===== src/rtl/mw_pkg.sv =====
package mw_pkg;

  typedef enum logic [2:0] {
    PH_IDLE,
    PH_PRE,
    PH_CSUP,
    PH_BLO,
    PH_BHI,
    PH_CSDN,
    PH_THI,
    PH_TLO
  } mw_phase_e;

  typedef enum logic [1:0] {
    FR_WEN,
    FR_WR,
    FR_WDS
  } mw_frame_e;

  localparam logic [3:0] WEN_CODE = 4'b0011;
  localparam logic [3:0] WDS_CODE = 4'b0000;
  localparam logic [1:0] WR_OP    = 2'b01;

endpackage


===== src/rtl/mw_rst_sync.sv =====
module mw_rst_sync (
  input  logic clk_i,
  input  logic rst_n_i,
  output logic rst_n_o
);

  logic [1:0] sync_q;

  always_ff @(posedge clk_i or negedge rst_n_i) begin
    if (!rst_n_i) sync_q <= 2'b00;
    else          sync_q <= {sync_q[0], 1'b1};
  end

  assign rst_n_o = sync_q[1];

endmodule


===== src/rtl/mw_half_tick.sv =====
module mw_half_tick #(
  parameter int DIV_W = 8
) (
  input  logic             clk_i,
  input  logic             rst_n_i,
  input  logic             run_i,
  input  logic [DIV_W-1:0] div_i,
  output logic             tick_o
);

  logic [DIV_W-1:0] cnt_q, cnt_d;
  logic             wrap;

  assign wrap   = (cnt_q == div_i);
  assign tick_o = run_i && wrap;

  always_comb begin
    if (!run_i)    cnt_d = '0;
    else if (wrap) cnt_d = '0;
    else           cnt_d = cnt_q + 1'b1;
  end

  always_ff @(posedge clk_i or negedge rst_n_i) begin
    if (!rst_n_i) cnt_q <= '0;
    else          cnt_q <= cnt_d;
  end

endmodule


===== src/rtl/mw_frame_fmt.sv =====
module mw_frame_fmt
  import mw_pkg::*;
#(
  parameter int ADDR_W  = 8,
  parameter int DATA_W  = 16,
  parameter int FRAME_W = 3 + ADDR_W + DATA_W,
  parameter int LEN_W   = $clog2(FRAME_W + 1)
) (
  input  mw_frame_e           frame_i,
  input  logic [ADDR_W-1:0]   addr_i,
  input  logic [DATA_W-1:0]   data_i,
  output logic [FRAME_W-1:0]  bits_o,
  output logic [LEN_W-1:0]    len_o
);

  localparam int SHORT_LEN = ADDR_W + 3;

  always_comb begin
    bits_o = '0;
    len_o  = LEN_W'(SHORT_LEN);
    case (frame_i)
      FR_WR: begin
        bits_o = {1'b1, WR_OP, addr_i, data_i};
        len_o  = LEN_W'(FRAME_W);
      end
      FR_WEN: bits_o[FRAME_W-1 -: 5] = {1'b1, WEN_CODE};
      default: bits_o[FRAME_W-1 -: 5] = {1'b1, WDS_CODE};
    endcase
  end

endmodule


===== src/rtl/mw_seq_ctl.sv =====
module mw_seq_ctl
  import mw_pkg::*;
#(
  parameter int ADDR_W  = 8,
  parameter int DATA_W  = 16,
  parameter int DIV_W   = 8,
  parameter int FRAME_W = 3 + ADDR_W + DATA_W,
  parameter int LEN_W   = $clog2(FRAME_W + 1)
) (
  input  logic               clk_i,
  input  logic               rst_n_i,
  input  logic               start_i,
  input  logic               tick_i,
  input  logic [ADDR_W-1:0]  addr_i,
  input  logic [DATA_W-1:0]  data_i,
  input  logic [DIV_W-1:0]   div_i,
  input  logic [FRAME_W-1:0] fr_bits_i,
  input  logic [LEN_W-1:0]   fr_len_i,
  output logic               run_o,
  output mw_frame_e          frame_o,
  output logic [ADDR_W-1:0]  addr_q_o,
  output logic [DATA_W-1:0]  data_q_o,
  output logic [DIV_W-1:0]   div_q_o,
  output logic               cs_o,
  output logic               sk_o,
  output logic               do_o,
  output logic               done_o
);

  mw_phase_e          ph_q, ph_d;
  mw_frame_e          fr_q, fr_d;
  logic [FRAME_W-1:0] sh_q, sh_d;
  logic [LEN_W-1:0]   cnt_q, cnt_d;
  logic               done_q, done_d;
  logic               load_en;
  logic [ADDR_W-1:0]  addr_q;
  logic [DATA_W-1:0]  data_q;
  logic [DIV_W-1:0]   div_q;

  // next-state logic: idle accepts a command, every other phase waits for a tick
  always_comb begin
    ph_d    = ph_q;
    fr_d    = fr_q;
    sh_d    = sh_q;
    cnt_d   = cnt_q;
    done_d  = 1'b0;
    load_en = 1'b0;
    if (ph_q == PH_IDLE) begin
      if (start_i) begin
        ph_d    = PH_PRE;
        fr_d    = FR_WEN;
        load_en = 1'b1;
      end
    end else if (tick_i) begin
      case (ph_q)
        PH_PRE:  ph_d = PH_CSUP;
        PH_CSUP: begin
          ph_d  = PH_BLO;
          sh_d  = fr_bits_i;
          cnt_d = fr_len_i;
        end
        PH_BLO:  ph_d = PH_BHI;
        PH_BHI: begin
          if (cnt_q == LEN_W'(1)) begin
            ph_d = PH_CSDN;
          end else begin
            ph_d  = PH_BLO;
            sh_d  = sh_q << 1;
            cnt_d = cnt_q - 1'b1;
          end
        end
        PH_CSDN: ph_d = PH_THI;
        PH_THI:  ph_d = PH_TLO;
        PH_TLO: begin
          if (fr_q == FR_WDS) begin
            ph_d   = PH_IDLE;
            done_d = 1'b1;
          end else begin
            ph_d = PH_PRE;
            fr_d = (fr_q == FR_WEN) ? FR_WR : FR_WDS;
          end
        end
        default: ph_d = PH_IDLE;
      endcase
    end
  end

  always_ff @(posedge clk_i or negedge rst_n_i) begin
    if (!rst_n_i) begin
      ph_q   <= PH_IDLE;
      fr_q   <= FR_WEN;
      sh_q   <= '0;
      cnt_q  <= '0;
      done_q <= 1'b0;
    end else begin
      ph_q   <= ph_d;
      fr_q   <= fr_d;
      sh_q   <= sh_d;
      cnt_q  <= cnt_d;
      done_q <= done_d;
    end
  end

  always_ff @(posedge clk_i or negedge rst_n_i) begin
    if (!rst_n_i) begin
      addr_q <= '0;
      data_q <= '0;
      div_q  <= '0;
    end else if (load_en) begin
      addr_q <= addr_i;
      data_q <= data_i;
      div_q  <= div_i;
    end
  end

  // pin decode from the registered phase
  always_comb begin
    cs_o = 1'b0;
    sk_o = 1'b0;
    do_o = 1'b0;
    case (ph_q)
      PH_IDLE, PH_PRE: do_o = 1'b1;
      PH_CSUP: begin
        cs_o = 1'b1;
        do_o = 1'b1;
      end
      PH_BLO: begin
        cs_o = 1'b1;
        do_o = sh_q[FRAME_W-1];
      end
      PH_BHI: begin
        cs_o = 1'b1;
        sk_o = 1'b1;
        do_o = sh_q[FRAME_W-1];
      end
      PH_THI:  sk_o = 1'b1;
      default: ;
    endcase
  end

  assign run_o    = (ph_q != PH_IDLE);
  assign frame_o  = fr_q;
  assign addr_q_o = addr_q;
  assign data_q_o = data_q;
  assign div_q_o  = div_q;
  assign done_o   = done_q;

endmodule


===== src/rtl/mw_wr_seq.sv =====
module mw_wr_seq
  import mw_pkg::*;
#(
  parameter int ADDR_W = 8,
  parameter int DATA_W = 16,
  parameter int DIV_W  = 8
) (
  input  logic              clk_i,
  input  logic              rst_n_i,
  input  logic              start_i,
  input  logic [ADDR_W-1:0] addr_i,
  input  logic [DATA_W-1:0] data_i,
  input  logic [DIV_W-1:0]  half_div_i,
  output logic              cs_o,
  output logic              sk_o,
  output logic              do_o,
  output logic              done_o
);

  localparam int FRAME_W = 3 + ADDR_W + DATA_W;
  localparam int LEN_W   = $clog2(FRAME_W + 1);

  logic               rst_n_s;
  logic               run;
  logic               tick;
  mw_frame_e          frame;
  logic [ADDR_W-1:0]  addr_q;
  logic [DATA_W-1:0]  data_q;
  logic [DIV_W-1:0]   div_q;
  logic [FRAME_W-1:0] fr_bits;
  logic [LEN_W-1:0]   fr_len;

  mw_rst_sync u_rst (
    .clk_i   (clk_i),
    .rst_n_i (rst_n_i),
    .rst_n_o (rst_n_s)
  );

  mw_half_tick #(.DIV_W(DIV_W)) u_tick (
    .clk_i   (clk_i),
    .rst_n_i (rst_n_s),
    .run_i   (run),
    .div_i   (div_q),
    .tick_o  (tick)
  );

  mw_frame_fmt #(
    .ADDR_W  (ADDR_W),
    .DATA_W  (DATA_W),
    .FRAME_W (FRAME_W),
    .LEN_W   (LEN_W)
  ) u_fmt (
    .frame_i (frame),
    .addr_i  (addr_q),
    .data_i  (data_q),
    .bits_o  (fr_bits),
    .len_o   (fr_len)
  );

  mw_seq_ctl #(
    .ADDR_W  (ADDR_W),
    .DATA_W  (DATA_W),
    .DIV_W   (DIV_W),
    .FRAME_W (FRAME_W),
    .LEN_W   (LEN_W)
  ) u_ctl (
    .clk_i     (clk_i),
    .rst_n_i   (rst_n_s),
    .start_i   (start_i),
    .tick_i    (tick),
    .addr_i    (addr_i),
    .data_i    (data_i),
    .div_i     (half_div_i),
    .fr_bits_i (fr_bits),
    .fr_len_i  (fr_len),
    .run_o     (run),
    .frame_o   (frame),
    .addr_q_o  (addr_q),
    .data_q_o  (data_q),
    .div_q_o   (div_q),
    .cs_o      (cs_o),
    .sk_o      (sk_o),
    .do_o      (do_o),
    .done_o    (done_o)
  );

endmodule


===== config.mk =====
export PLATFORM = sky130hd
export DESIGN_NAME = mw_wr_seq
export DESIGN_NICKNAME = d
export VERILOG_FILES = /design/src/rtl/mw_pkg.sv /design/src/rtl/mw_rst_sync.sv /design/src/rtl/mw_half_tick.sv /design/src/rtl/mw_frame_fmt.sv /design/src/rtl/mw_seq_ctl.sv /design/src/rtl/mw_wr_seq.sv
export SDC_FILE = /design/constraint.sdc
export NUM_CORES = 1
export LEC_CHECK = 0
export ABC_AREA = 0
export BUFFER_PORTS_ARGS = -buffer_cell sky130_fd_sc_hd__buf_2
export CORE_MARGIN = 10
export CORE_UTILIZATION = 45
export DETAILED_ROUTE_END_ITERATION = 8
export GPL_ROUTABILITY_DRIVEN = 0
export GPL_TIMING_DRIVEN = 0
export PLACE_DENSITY = 0.66
export SLEW_MARGIN = 5
export SYNTH_ARGS = -nofsm -noshare
export SYNTH_HDL_FRONTEND = slang
export SYNTH_HIERARCHICAL = 1
export SYNTH_SLANG_ARGS = --single-unit

===== constraint.sdc =====
create_clock -name clk_i -period 3.4 [get_ports clk_i]
set_input_delay 0.17 -clock clk_i [delete_from_list [all_inputs] [get_ports clk_i]]
set_output_delay 0.17 -clock clk_i [all_outputs]
set_load 0.01 [all_outputs]

==> impl_metrics.json <==
{
  "status": "finished clean",
  "synth_top_family_by_area": "multiplexers",
  "grt_pass1_vias": 2813,
  "slew_violations": 0,
  "required_ps": 3620,
  "overflow": 0,
  "syn_area_per_cell_sq_um": 11.34,
  "dp.cells": 499,
  "met1_usage_pct": 16.23,
  "drive_gt1_share_pct": 34.31,
  "synth_edf_count": 0,
  "dr.pass1.iters": 4,
  "synthAdderAreaFrac_pct": 0.9509,
  "yosys_warnings": 6,
  "clk_latency_ps": 340,
  "yosysMostFrequentCell": "dfrtp_1",
  "yosysUniqueCellTypes": 51,
  "finalNetCount": 441,
  "start_util_pct": 45.71,
  "drt_wl_total_um": 7431,
  "worst-setup-path-type": "register to register",
  "synth_common_cells": "dfrtp_1 (80), nand2_1 (33), mux2_2 (31), o21ai_0 (31), mux2i_1 (26)",
  "design_area_sq_um": 4527,
  "hold-path-cell-count": 2,
  "dp.final_hpwl_um": 5328,
  "die_y_um": 113.7,
  "fin_setup_tns_ps": 0,
  "synth-simple-area-share_pct": 12.65,
  "cts_tree": "yes",
  "rsz0062_at_grt": "false",
  "syn_inst": 348,
  "crit_path_start_kind": "register",
  "met3_usage_pct": 2.467,
  "max_stage_delay_ps": 720,
  "endpoint_kind": "register",
  "drc": 0,
  "max_freq_mhz": 372.4,
  "syn-cell-area_sq_um": 3948,
  "die_area_sq_um": 12920,
  "yosysTopAreaCell": "dfrtp_1",
  "synth-seq-area-share_pct": 50.71,
  "core-area_sq_um": 8636,
  "numCtsBuffers": 9,
  "grt_max_degree": 56,
  "antenna_cells": 0,
  "n_fill_cell": 798,
  "max_cap_viol_count": 0,
  "min_to": "u_ctl/data_q_o[2]",
  "antenna_found_initial": 0,
  "syn_to_final_growth_pct": 14.68,
  "ant_nets": 0,
  "cts_sinks": 80,
  "grt_util_met2_pct": 18.56,
  "synthMuxAreaShare_pct": 15.72,
  "ys_ff_latch": 80,
  "synth-compound-area-share_pct": 11.00,
  "io_buffers": 38,
  "finalCritPeriodShare_pct": 78.98,
  "drt_iter0_drc": 105,
  "setup_viol": 0,
  "synthXorXnorAreaFrac_pct": 2.821,
  "placed_cell_area_sq_um": 4319,
  "layout_min_cycle_time_ps": 2685,
  "grt_usage_pct": 12.11,
  "hold_violations": 0,
  "total_power_uw": 2950,
  "r2r_cells": 8,
  "cts_resized": 0,
  "synth-async-reset-ratio_pct": 100.0,
  "clk_path_buf_depth": 2,
  "row_count": 34,
  "powerDensity_nw_per_um2": 651.7,
  "grt_pass1_wl_um": 13210,
  "wl_per_cell_um": 14.40,
  "die_x_um": 113.7,
  "multi_input_area_sq_um": 1729,
  "path_clk_slew_ps": 80,
  "vias_per_cell": 5.095,
  "synth_ff_type": "dfrtp_1",
  "max_slew_margin_pct": 43.92,
  "crit_chain": "xor2_1, nor4_2, and3_1, and4bb_2, a21oi_4, buf_4, a21oi_1, o22ai_2",
  "num_vias": 2629,
  "gr-max-usage-layer": "met2",
  "post-route-worst-setup-slack_ps": 714.5,
  "r2r_slack_ps": 710,
  "ioPinCount": 39,
  "seq_area_sq_um": 2006,
  "arrival_ps": 2910,
  "root_buffer": "clkbuf_8",
  "hold_path.class": "input port to register",
  "cts_htree_levels": 3,
  "finalNonFillerCells": 516,
  "tightest_slew_ps": 834.3,
  "synth.area.top_cells": "dfrtp_1 (51%), mux2_2 (8.8%), mux2i_1 (6.6%)",
  "cpMaxStageDelayCell": "nor4_2",
  "r2r_end": "u_ctl/cnt_q[0]",
  "p_leak_uw": 0.001972,
  "crit_fanout": 10,
  "post-cts-setup-buffers": 0,
  "irDropWorstVdd_mv": 0.2933,
  "synth_top_area_share_pct": 50.71,
  "finClkSkew_ps": 8.793,
  "reg2reg_from": "u_tick/cnt_q[4]",
  "pre_cts_ws_ps": 756.6,
  "hp-start": "data_i[2]"
}
## per-layer routing
metal / vias to the layer above / wire length, um
li1: 1303 / -
met4: 0 / 119
met1: 1271 / 3578
met5: - / 0
met3: 10 / 206
met2: 45 / 3526
## critical path: cells and delay by family, from the launching register on
kind / cells / cell delay (ps)
buf+inv: 1 / 180
simple gates: 3 / 1400
compound gates: 3 / 340
xor+xnor: 1 / 180
flops: 1 / 460
## what timing repair did
| item | 4_1_cts | 5_1_grt |
|---|---|---|
| setup endpoints to repair | 0 | 0 |
| hold buffers | 1 | 0 |
| hold endpoints to repair | 2 | 0 |
## metrics by stage
step / hold WS, ps / utilization [%]
after global placement: -44.78 / 49.65
after floorplan: -125.6 / -
after CTS: 26.35 / 52.42
after detailed placement: -43.38 / 50.01
after global routing: 36.18 / 52.42
final: 46.62 / 52.42
## cell families after synthesis
logic type,Yosys count
flops,80
buf+inv,39
compound gates,70
fa+ha+maj,3
simple gates,84
mux,58
xor+xnor,11
other cells,3
## layout make-up
| cell class | count | share of cell area (%) |
|---|---|---|
| inverter | 13 | 1.078 |
| multi-input combinational | 233 | 38.20 |
| clock buffer | 11 | 3.123 |
| tap | 108 | 2.985 |
| clock inverter | 5 | 1.244 |
| timing repair buffer | 40 | 5.030 |
| sequential | 80 | 44.31 |
| buffer | 26 | 4.035 |
## where the power goes
group | internal (uW) | total (uW) | switching (uW) | leakage, uW
clock network | 359 | 697 | 338 | 0.0000993
logic | 459 | 843 | 384 | 0.000870
registers | 1220 | 1410 | 194 | 0.00100
## cells in the final DEF, fill, tap and decap left out, drive strengths merged, types with 6 or more instances in the layout
cell type  instances
clkbuf            13
buf               63
conb               7
xor2              10
nand2             33
mux2i             26
mux2              32
o21ai             36
and2              22
a211oi             6
a21oi             11
dfrtp             80
inv               13
## worst max path at each step
stage	start	endpoint	slack, ps	cells past startpoint
2_1_floorplan	u_rst/sync_q[1]	u_ctl/addr_q_o[0]	1010	0
3_3_place_gp	u_rst/sync_q[1]	u_ctl/data_q_o[3]	70	0
3_5_place_dp	u_tick/cnt_q[4]	u_ctl/cnt_q[0]	760	8
4_1_cts	u_tick/cnt_q[4]	u_ctl/cnt_q[0]	730	8
5_1_grt	u_tick/cnt_q[4]	u_ctl/cnt_q[0]	550	8
6_report	u_tick/cnt_q[4]	u_ctl/cnt_q[0]	710	8
## registers in the layout (all words and copies together) (netlist names)
name and cells:
u_ctl/div_q_o 8, u_tick/cnt_q 8, u_ctl/frame_o 2, u_ctl/addr_q_o 8, u_ctl/ph_q 3, u_ctl/cnt_q 5, u_ctl/done_o 1, u_rst/sync_q 2
u_ctl/sh_q 27, u_ctl/data_q_o 16
(Power assumes the default switching activity.)
